--- config.mk ---
export PLATFORM = sky130hd
export DESIGN_NAME = pfd_event_timer
export DESIGN_NICKNAME = d
export VERILOG_FILES = /design/src/rtl/tc_pkg.sv /design/src/rtl/tc_datapath.sv /design/src/rtl/tc_ctrl.sv /design/src/rtl/pfd_event_timer.sv
export SDC_FILE = /design/constraint.sdc
export NUM_CORES = 1
export LEC_CHECK = 0
export BUFFER_PORTS_ARGS = -buffer_cell sky130_fd_sc_hd__buf_2
export CAP_MARGIN = 20
export CELL_PAD_IN_SITES_DETAIL_PLACEMENT = 1
export CELL_PAD_IN_SITES_GLOBAL_PLACEMENT = 2
export CORE_ASPECT_RATIO = 0.6
export CORE_UTILIZATION = 42
export DETAILED_ROUTE_END_ITERATION = 7
export GPL_TIMING_DRIVEN = 0
export HOLD_SLACK_MARGIN = 0.02
export PLACE_DENSITY_LB_ADDON = 0.1
export SYNTH_ARGS = -nofsm -noshare
export SYNTH_HDL_FRONTEND = slang
export SYNTH_SLANG_ARGS = --single-unit
--- constraint.sdc ---
create_clock -name clk -period 4.7 [get_ports clk]
set_input_delay 0.94 -clock clk [delete_from_list [all_inputs] [get_ports clk]]
set_output_delay 0.94 -clock clk [all_outputs]
set_load 0.01 [all_outputs]
--- src/rtl/tc_pkg.sv ---
package tc_pkg;
  localparam logic [1:0] ADDR_LOW  = 2'd0;
  localparam logic [1:0] ADDR_HIGH = 2'd1;
  localparam logic [1:0] ADDR_CTRL = 2'd2;

  localparam int BIT_RUN  = 0;
  localparam int BIT_EDGE = 1;
  localparam int BIT_SRC  = 2;
  localparam int BIT_FLAG = 3;

  typedef struct packed {
    logic commit;
    logic latchLow;
    logic clrFlag;
  } tcStrobe_t;
endpackage

--- src/rtl/tc_datapath.sv ---
module tc_datapath
  import tc_pkg::*;
#(
  parameter int CNT_W = 16,
  parameter int SYNC_STAGES = 2
) (
  input  logic             clk,
  input  logic             rstN,
  input  tcStrobe_t        strb,
  input  logic [CNT_W-1:0] commitVal,
  input  logic             runEn,
  input  logic             edgeSel,
  input  logic             srcSel,
  input  logic             tickIn,
  input  logic             eventIn,
  output logic [CNT_W-1:0] cntVal,
  output logic [CNT_W-1:0] preVal,
  output logic             ovfPulse,
  output logic             pfdOut
);
  localparam int SMSB = SYNC_STAGES - 1;

  logic [SYNC_STAGES-1:0] syncQ;
  logic evPrev;
  logic edgeHit;
  logic step;

  generate
    if (SYNC_STAGES == 1) begin : g_sync1
      always_ff @(posedge clk or negedge rstN)
        if (!rstN) syncQ <= '0;
        else       syncQ <= eventIn;
    end else begin : g_syncN
      always_ff @(posedge clk or negedge rstN)
        if (!rstN) syncQ <= '0;
        else       syncQ <= {syncQ[SYNC_STAGES-2:0], eventIn};
    end
  endgenerate

  always_ff @(posedge clk or negedge rstN)
    if (!rstN) evPrev <= 1'b0;
    else       evPrev <= syncQ[SMSB];

  always_comb begin
    edgeHit  = edgeSel ? (evPrev & ~syncQ[SMSB]) : (~evPrev & syncQ[SMSB]);
    step     = runEn & (srcSel ? edgeHit : tickIn);
    ovfPulse = step & (&cntVal);
  end

  always_ff @(posedge clk or negedge rstN) begin
    if (!rstN) begin
      cntVal <= '0;
      preVal <= '0;
      pfdOut <= 1'b0;
    end else begin
      if (strb.commit) preVal <= commitVal;
      if (ovfPulse) begin
        cntVal <= preVal;
        pfdOut <= ~pfdOut;
      end else if (step) begin
        cntVal <= cntVal + 1'b1;
      end else if (strb.commit && !runEn) begin
        cntVal <= commitVal;
      end
    end
  end
endmodule

--- src/rtl/tc_ctrl.sv ---
module tc_ctrl
  import tc_pkg::*;
#(
  parameter int BYTE_W = 8
) (
  input  logic                clk,
  input  logic                rstN,
  input  logic [1:0]          busAddr,
  input  logic                busWr,
  input  logic                busRd,
  input  logic [BYTE_W-1:0]   busWdata,
  output logic [BYTE_W-1:0]   busRdata,
  input  logic [2*BYTE_W-1:0] cntVal,
  input  logic                ovfPulse,
  output tcStrobe_t           strb,
  output logic [2*BYTE_W-1:0] commitVal,
  output logic                runEn,
  output logic                edgeSel,
  output logic                srcSel,
  output logic                irqFlag
);
  logic [BYTE_W-1:0] wrLowBuf;
  logic [BYTE_W-1:0] rdLowBuf;
  logic wrLow;
  logic wrCtrl;

  always_comb begin
    wrLow         = busWr && (busAddr == ADDR_LOW);
    wrCtrl        = busWr && (busAddr == ADDR_CTRL);
    strb.commit   = busWr && (busAddr == ADDR_HIGH);
    strb.latchLow = busRd && (busAddr == ADDR_HIGH);
    strb.clrFlag  = wrCtrl && !busWdata[BIT_FLAG];
    commitVal     = {busWdata, wrLowBuf};
  end

  always_ff @(posedge clk or negedge rstN) begin
    if (!rstN) begin
      wrLowBuf <= '0;
      rdLowBuf <= '0;
      runEn    <= 1'b0;
      edgeSel  <= 1'b0;
      srcSel   <= 1'b0;
      irqFlag  <= 1'b0;
    end else begin
      if (wrLow)         wrLowBuf <= busWdata;
      if (strb.latchLow) rdLowBuf <= cntVal[BYTE_W-1:0];
      if (wrCtrl) begin
        runEn   <= busWdata[BIT_RUN];
        edgeSel <= busWdata[BIT_EDGE];
        srcSel  <= busWdata[BIT_SRC];
      end
      if (ovfPulse)          irqFlag <= 1'b1;
      else if (strb.clrFlag) irqFlag <= 1'b0;
    end
  end

  always_comb begin
    busRdata = '0;
    unique case (busAddr)
      ADDR_LOW:  busRdata = rdLowBuf;
      ADDR_HIGH: busRdata = cntVal[2*BYTE_W-1:BYTE_W];
      ADDR_CTRL: begin
        busRdata[BIT_RUN]  = runEn;
        busRdata[BIT_EDGE] = edgeSel;
        busRdata[BIT_SRC]  = srcSel;
        busRdata[BIT_FLAG] = irqFlag;
      end
      default:   busRdata = '0;
    endcase
  end
endmodule

--- src/rtl/pfd_event_timer.sv ---
module pfd_event_timer
  import tc_pkg::*;
#(
  parameter int BYTE_W = 8,
  parameter int SYNC_STAGES = 2
) (
  input  logic              clk,
  input  logic              rstN,
  input  logic [1:0]        busAddr,
  input  logic              busWr,
  input  logic              busRd,
  input  logic [BYTE_W-1:0] busWdata,
  output logic [BYTE_W-1:0] busRdata,
  input  logic              tickIn,
  input  logic              eventIn,
  output logic              irqFlag,
  output logic              pfdOut
);
  localparam int CNT_W = 2 * BYTE_W;

  tcStrobe_t        strb;
  logic [CNT_W-1:0] commitVal;
  logic [CNT_W-1:0] cntVal;
  logic [CNT_W-1:0] preVal;
  logic             ovfPulse;
  logic             runEn;
  logic             edgeSel;
  logic             srcSel;

  tc_ctrl #(.BYTE_W(BYTE_W)) u_ctrl (
    .clk(clk), .rstN(rstN), .busAddr(busAddr), .busWr(busWr), .busRd(busRd),
    .busWdata(busWdata), .busRdata(busRdata), .cntVal(cntVal),
    .ovfPulse(ovfPulse), .strb(strb), .commitVal(commitVal), .runEn(runEn),
    .edgeSel(edgeSel), .srcSel(srcSel), .irqFlag(irqFlag)
  );

  tc_datapath #(.CNT_W(CNT_W), .SYNC_STAGES(SYNC_STAGES)) u_dp (
    .clk(clk), .rstN(rstN), .strb(strb), .commitVal(commitVal), .runEn(runEn),
    .edgeSel(edgeSel), .srcSel(srcSel), .tickIn(tickIn), .eventIn(eventIn),
    .cntVal(cntVal), .preVal(preVal), .ovfPulse(ovfPulse), .pfdOut(pfdOut)
  );
endmodule

==> impl_metrics.csv <==
group,metric,value,unit
cts,numCtsBuffers,5,
cts,cts_tree,"done",
logic_synthesis,synthTopCellsByArea,"dfrtp_1 (50%), mux2_2 (14%), mux2i_1 (3.2%)",
layout,ff_latch_area,1400,um2
setup_path,cp.arrival,2050,ps
floorplan,die-area,6970,um2
sta,period_minus_slack,2990,ps
detailed_routing,drtIter0Drc,102,
cts,holdBufCountCts,0,
sta,drv_slew,0,
power_and_ir_drop,p_int,0.982,mW
placement,place.gp.congestion,0.775,
grt,busiest_layer,"met1",
setup_path,worstSetupEndpointType,"primary output",
logic_synthesis,ys_ff_latch,56,
cts,cts_root_buf,"clkbuf_8",
logic_synthesis,synth_top_family_by_area,"multiplexers",
setup_path,crit_fanout,10,
placement,dp_slack,1670,ps
layout,drive_gt1_share,28.3,%
detailed_routing,finalWirelength,7.86,mm
logic_synthesis,yosysWarnings,0,
grt,grt_pass1_wl,12.6,mm
logic_synthesis,ys_types,45,
layout,nFillCells,699,
outcome,outcome,"finished clean",
grt,met3_usage,6.85,%
setup_path,worstPathRequired,3760,ps
layout,finalNetCount,299,
floorplan,io_pins,26,
detailed_routing,dr.pass1.iters,4,
setup_path,rrSetupSlack,2490,ps
power_and_ir_drop,ir_drop,0.210,mV
cts,cts_sinks,56,
cts,clk_pin_slew_worst_paths,100,ps
logic_synthesis,synth_edf_count,0,
setup_path,setup.worst_path.class,"input port to primary output",
logic_synthesis,synth_fa_ha_area_share,0.449,%
logic_synthesis,synth.area.mux_share,17.8,%
worst_hold_path,hp-class,"flop to flop",
power_and_ir_drop,p_switching,0.592,mW
power_and_ir_drop,sequentialPowerShare,51.6,%
grt,antenna_found_initial,0,
layout,multi_input_area,1320,um2
logic_synthesis,yosysSeqAreaShare,50.3,%
sta,fin_ws,1710,ps
cts,ctsResizeCount,0,
sta,finClkSkew,4.04,ps
cts,insertion_delay,310,ps
grt,grtUsageMet2,34.8,%
cts,cts_max_path_buffers,2,
detailed_routing,routed_via_density,5.72,
logic_synthesis,synth-xor-area-share,3.14,%
grt,grt_pass1_vias,2173,
power_and_ir_drop,pwr-share-clk,17.5,%
grt,grt_overflow_total,0,
floorplan,fp-row-count,22,
detailed_routing,ant_nets,0,
power_and_ir_drop,cellPowerDensity,503,nW/um2
logic_synthesis,synthCells,249,
job,cap_violations,0,
grt,grt.met1_usage,38.5,%
logic_synthesis,syn_area_per_cell,11.2,um2
logic_synthesis,synth_top_area_cell,"dfrtp_1",
layout,syn2layout_area_growth,12.3,%
sta,slew_headroom,32.5,%
setup_path,cp-start-kind,"input port",
sta,rsz0062_at_grt,"false",
placement,portBuffers,25,
logic_synthesis,yosys.area_share.simple,14.8,%
layout,diodes,0,
sta,fin_tns_setup,0,ps
sta,hold_viol_final,0,
logic_synthesis,synthesis.nets,266,
power_and_ir_drop,switching_share,37.6,%
detailed_routing,wl_per_cell,21.4,um
sta,worst_slew_pin_slew,1010,ps
logic_synthesis,syn_area,2790,um2
grt,grt_usage,25.3,%
cts,htreeDepth,2,
floorplan,coreArea,6250,um2
cts,cts_setup_buffers,0,
sta,max_freq,0.335,GHz
logic_synthesis,synth-compound-area-share,11.1,%
power_and_ir_drop,comb_power_share,30.9,%
floorplan,die_h,65.1,um
power_and_ir_drop,power_leakage,1.31,nW
layout,final_common_cell,"dfrtp_1",
logic_synthesis,netlist.area_leader.share,50.3,%
detailed_routing,drc,0,
logic_synthesis,ys.flop_type,"dfrtp_1",
sta,setup_violations,0,
detailed_routing,vias,2098,
sta,post-route-period-util,63.6,%
grt,grt_max_degree,35,
placement,dp_hpwl,5.80,mm
floorplan,die_x,107,um
layout,final_cell_mix,"dfrtp_1 (56), mux2_2 (35), buf_2 (27)",
floorplan,initial_core_util,44.6,%
logic_synthesis,async_reset_ff_share,100,%
kinds of logic (layout without fill, tap and decap cells):
family	after synthesis	after routing
buf+inv	13	47
flops	56	56
simple gates	76	76
compound gates	48	48
mux	45	45
fa+ha+maj	1	1
xor+xnor	10	10
sequential cells by signal, indices dropped and copies added, names as in the netlist:
signal	flops
u_dp.cntVal	16
u_dp.preVal	16
u_ctrl.rdLowBuf	8
u_ctrl.wrLowBuf	8
u_dp.syncQ	2
u_ctrl.edgeSel	1
u_ctrl.irqFlag	1
u_ctrl.runEn	1
u_ctrl.srcSel	1
u_dp.evPrev	1
u_dp.pfdOut	1
metal layers:
layer  wire length (um)  share of wire, %
met5                  0                 0
met4                 80               1.0
met3                566               7.2
met2               3190                41
met1               4030                51
Yosys cell counts (3+ instances only):
master and n:
xor2_1 4, o21ai_0 10, a31oi_1 3, nand3_1 7
mux2_2 35, xnor2_1 6, nand2_1 22, nand4_1 6
nand3b_1 3, o22ai_1 6, clkbuf_1 3, nor2_1 17
nor2b_1 4, o2bb2ai_1 3, buf_4 4, mux2i_1 9
dfrtp_1 56, a21oi_1 15
power by group through the flow:
stage | logic [mW] | registers (mW) | clock network, mW
after floorplan | 0.356 | 0.754 | 0
after global placement | 0.462 | 0.809 | 0
after detailed placement | 0.485 | 0.821 | 0
after CTS | 0.488 | 0.811 | 0.287
after global routing | 0.537 | 0.843 | 0.304
final | 0.487 | 0.812 | 0.275
critical path, cell delays in order:
cell,delay (ps)
buf_2,100
buf_1,460
mux2i_1,250
o21ai_0,110
buf_2,180
final timing paths:
path	cells past startpoint	startpoint	end
min	0	u_dp.syncQ[0]	u_dp.syncQ[1]
max	5	busAddr[1]	busRdata[1]
min reg2reg	0	u_dp.syncQ[0]	u_dp.syncQ[1]
max in group asynchronous	2	rstN	u_ctrl.rdLowBuf[7]
min in group asynchronous	1	rstN	u_dp.preVal[2]
max reg2reg	7	u_dp.cntVal[0]	u_dp.cntVal[1]
cell type report:
type	count	share of cell area (%)
Timing Repair Buffer	26	4.64
Multi-Input combinational cell	180	42.1
Clock buffer	6	2.64
Sequential cell	56	44.8
Buffer	11	1.88
Tap cell	84	3.36
Inverter	2	0.240
Clock inverter	2	0.320
stage by stage:
| stage | utilization, % | hold WS (ps) | area, um2 | total power, mW | instances |
|---|---|---|---|---|---|
| global placement | 48.3 | 333 | 3020 | 1.27 | 358 |
| CTS | 50.1 | 384 | 3130 | 1.59 | 367 |
| finish | 50.1 | 378 | 3130 | 1.57 | 367 |
| detailed placement | 48.6 | 361 | 3040 | 1.31 | 359 |
| global route | 50.1 | 398 | 3130 | 1.68 | 367 |
| floorplan | - | 331 | 2790 | 1.11 | 249 |
(Power assumes the default switching activity.)
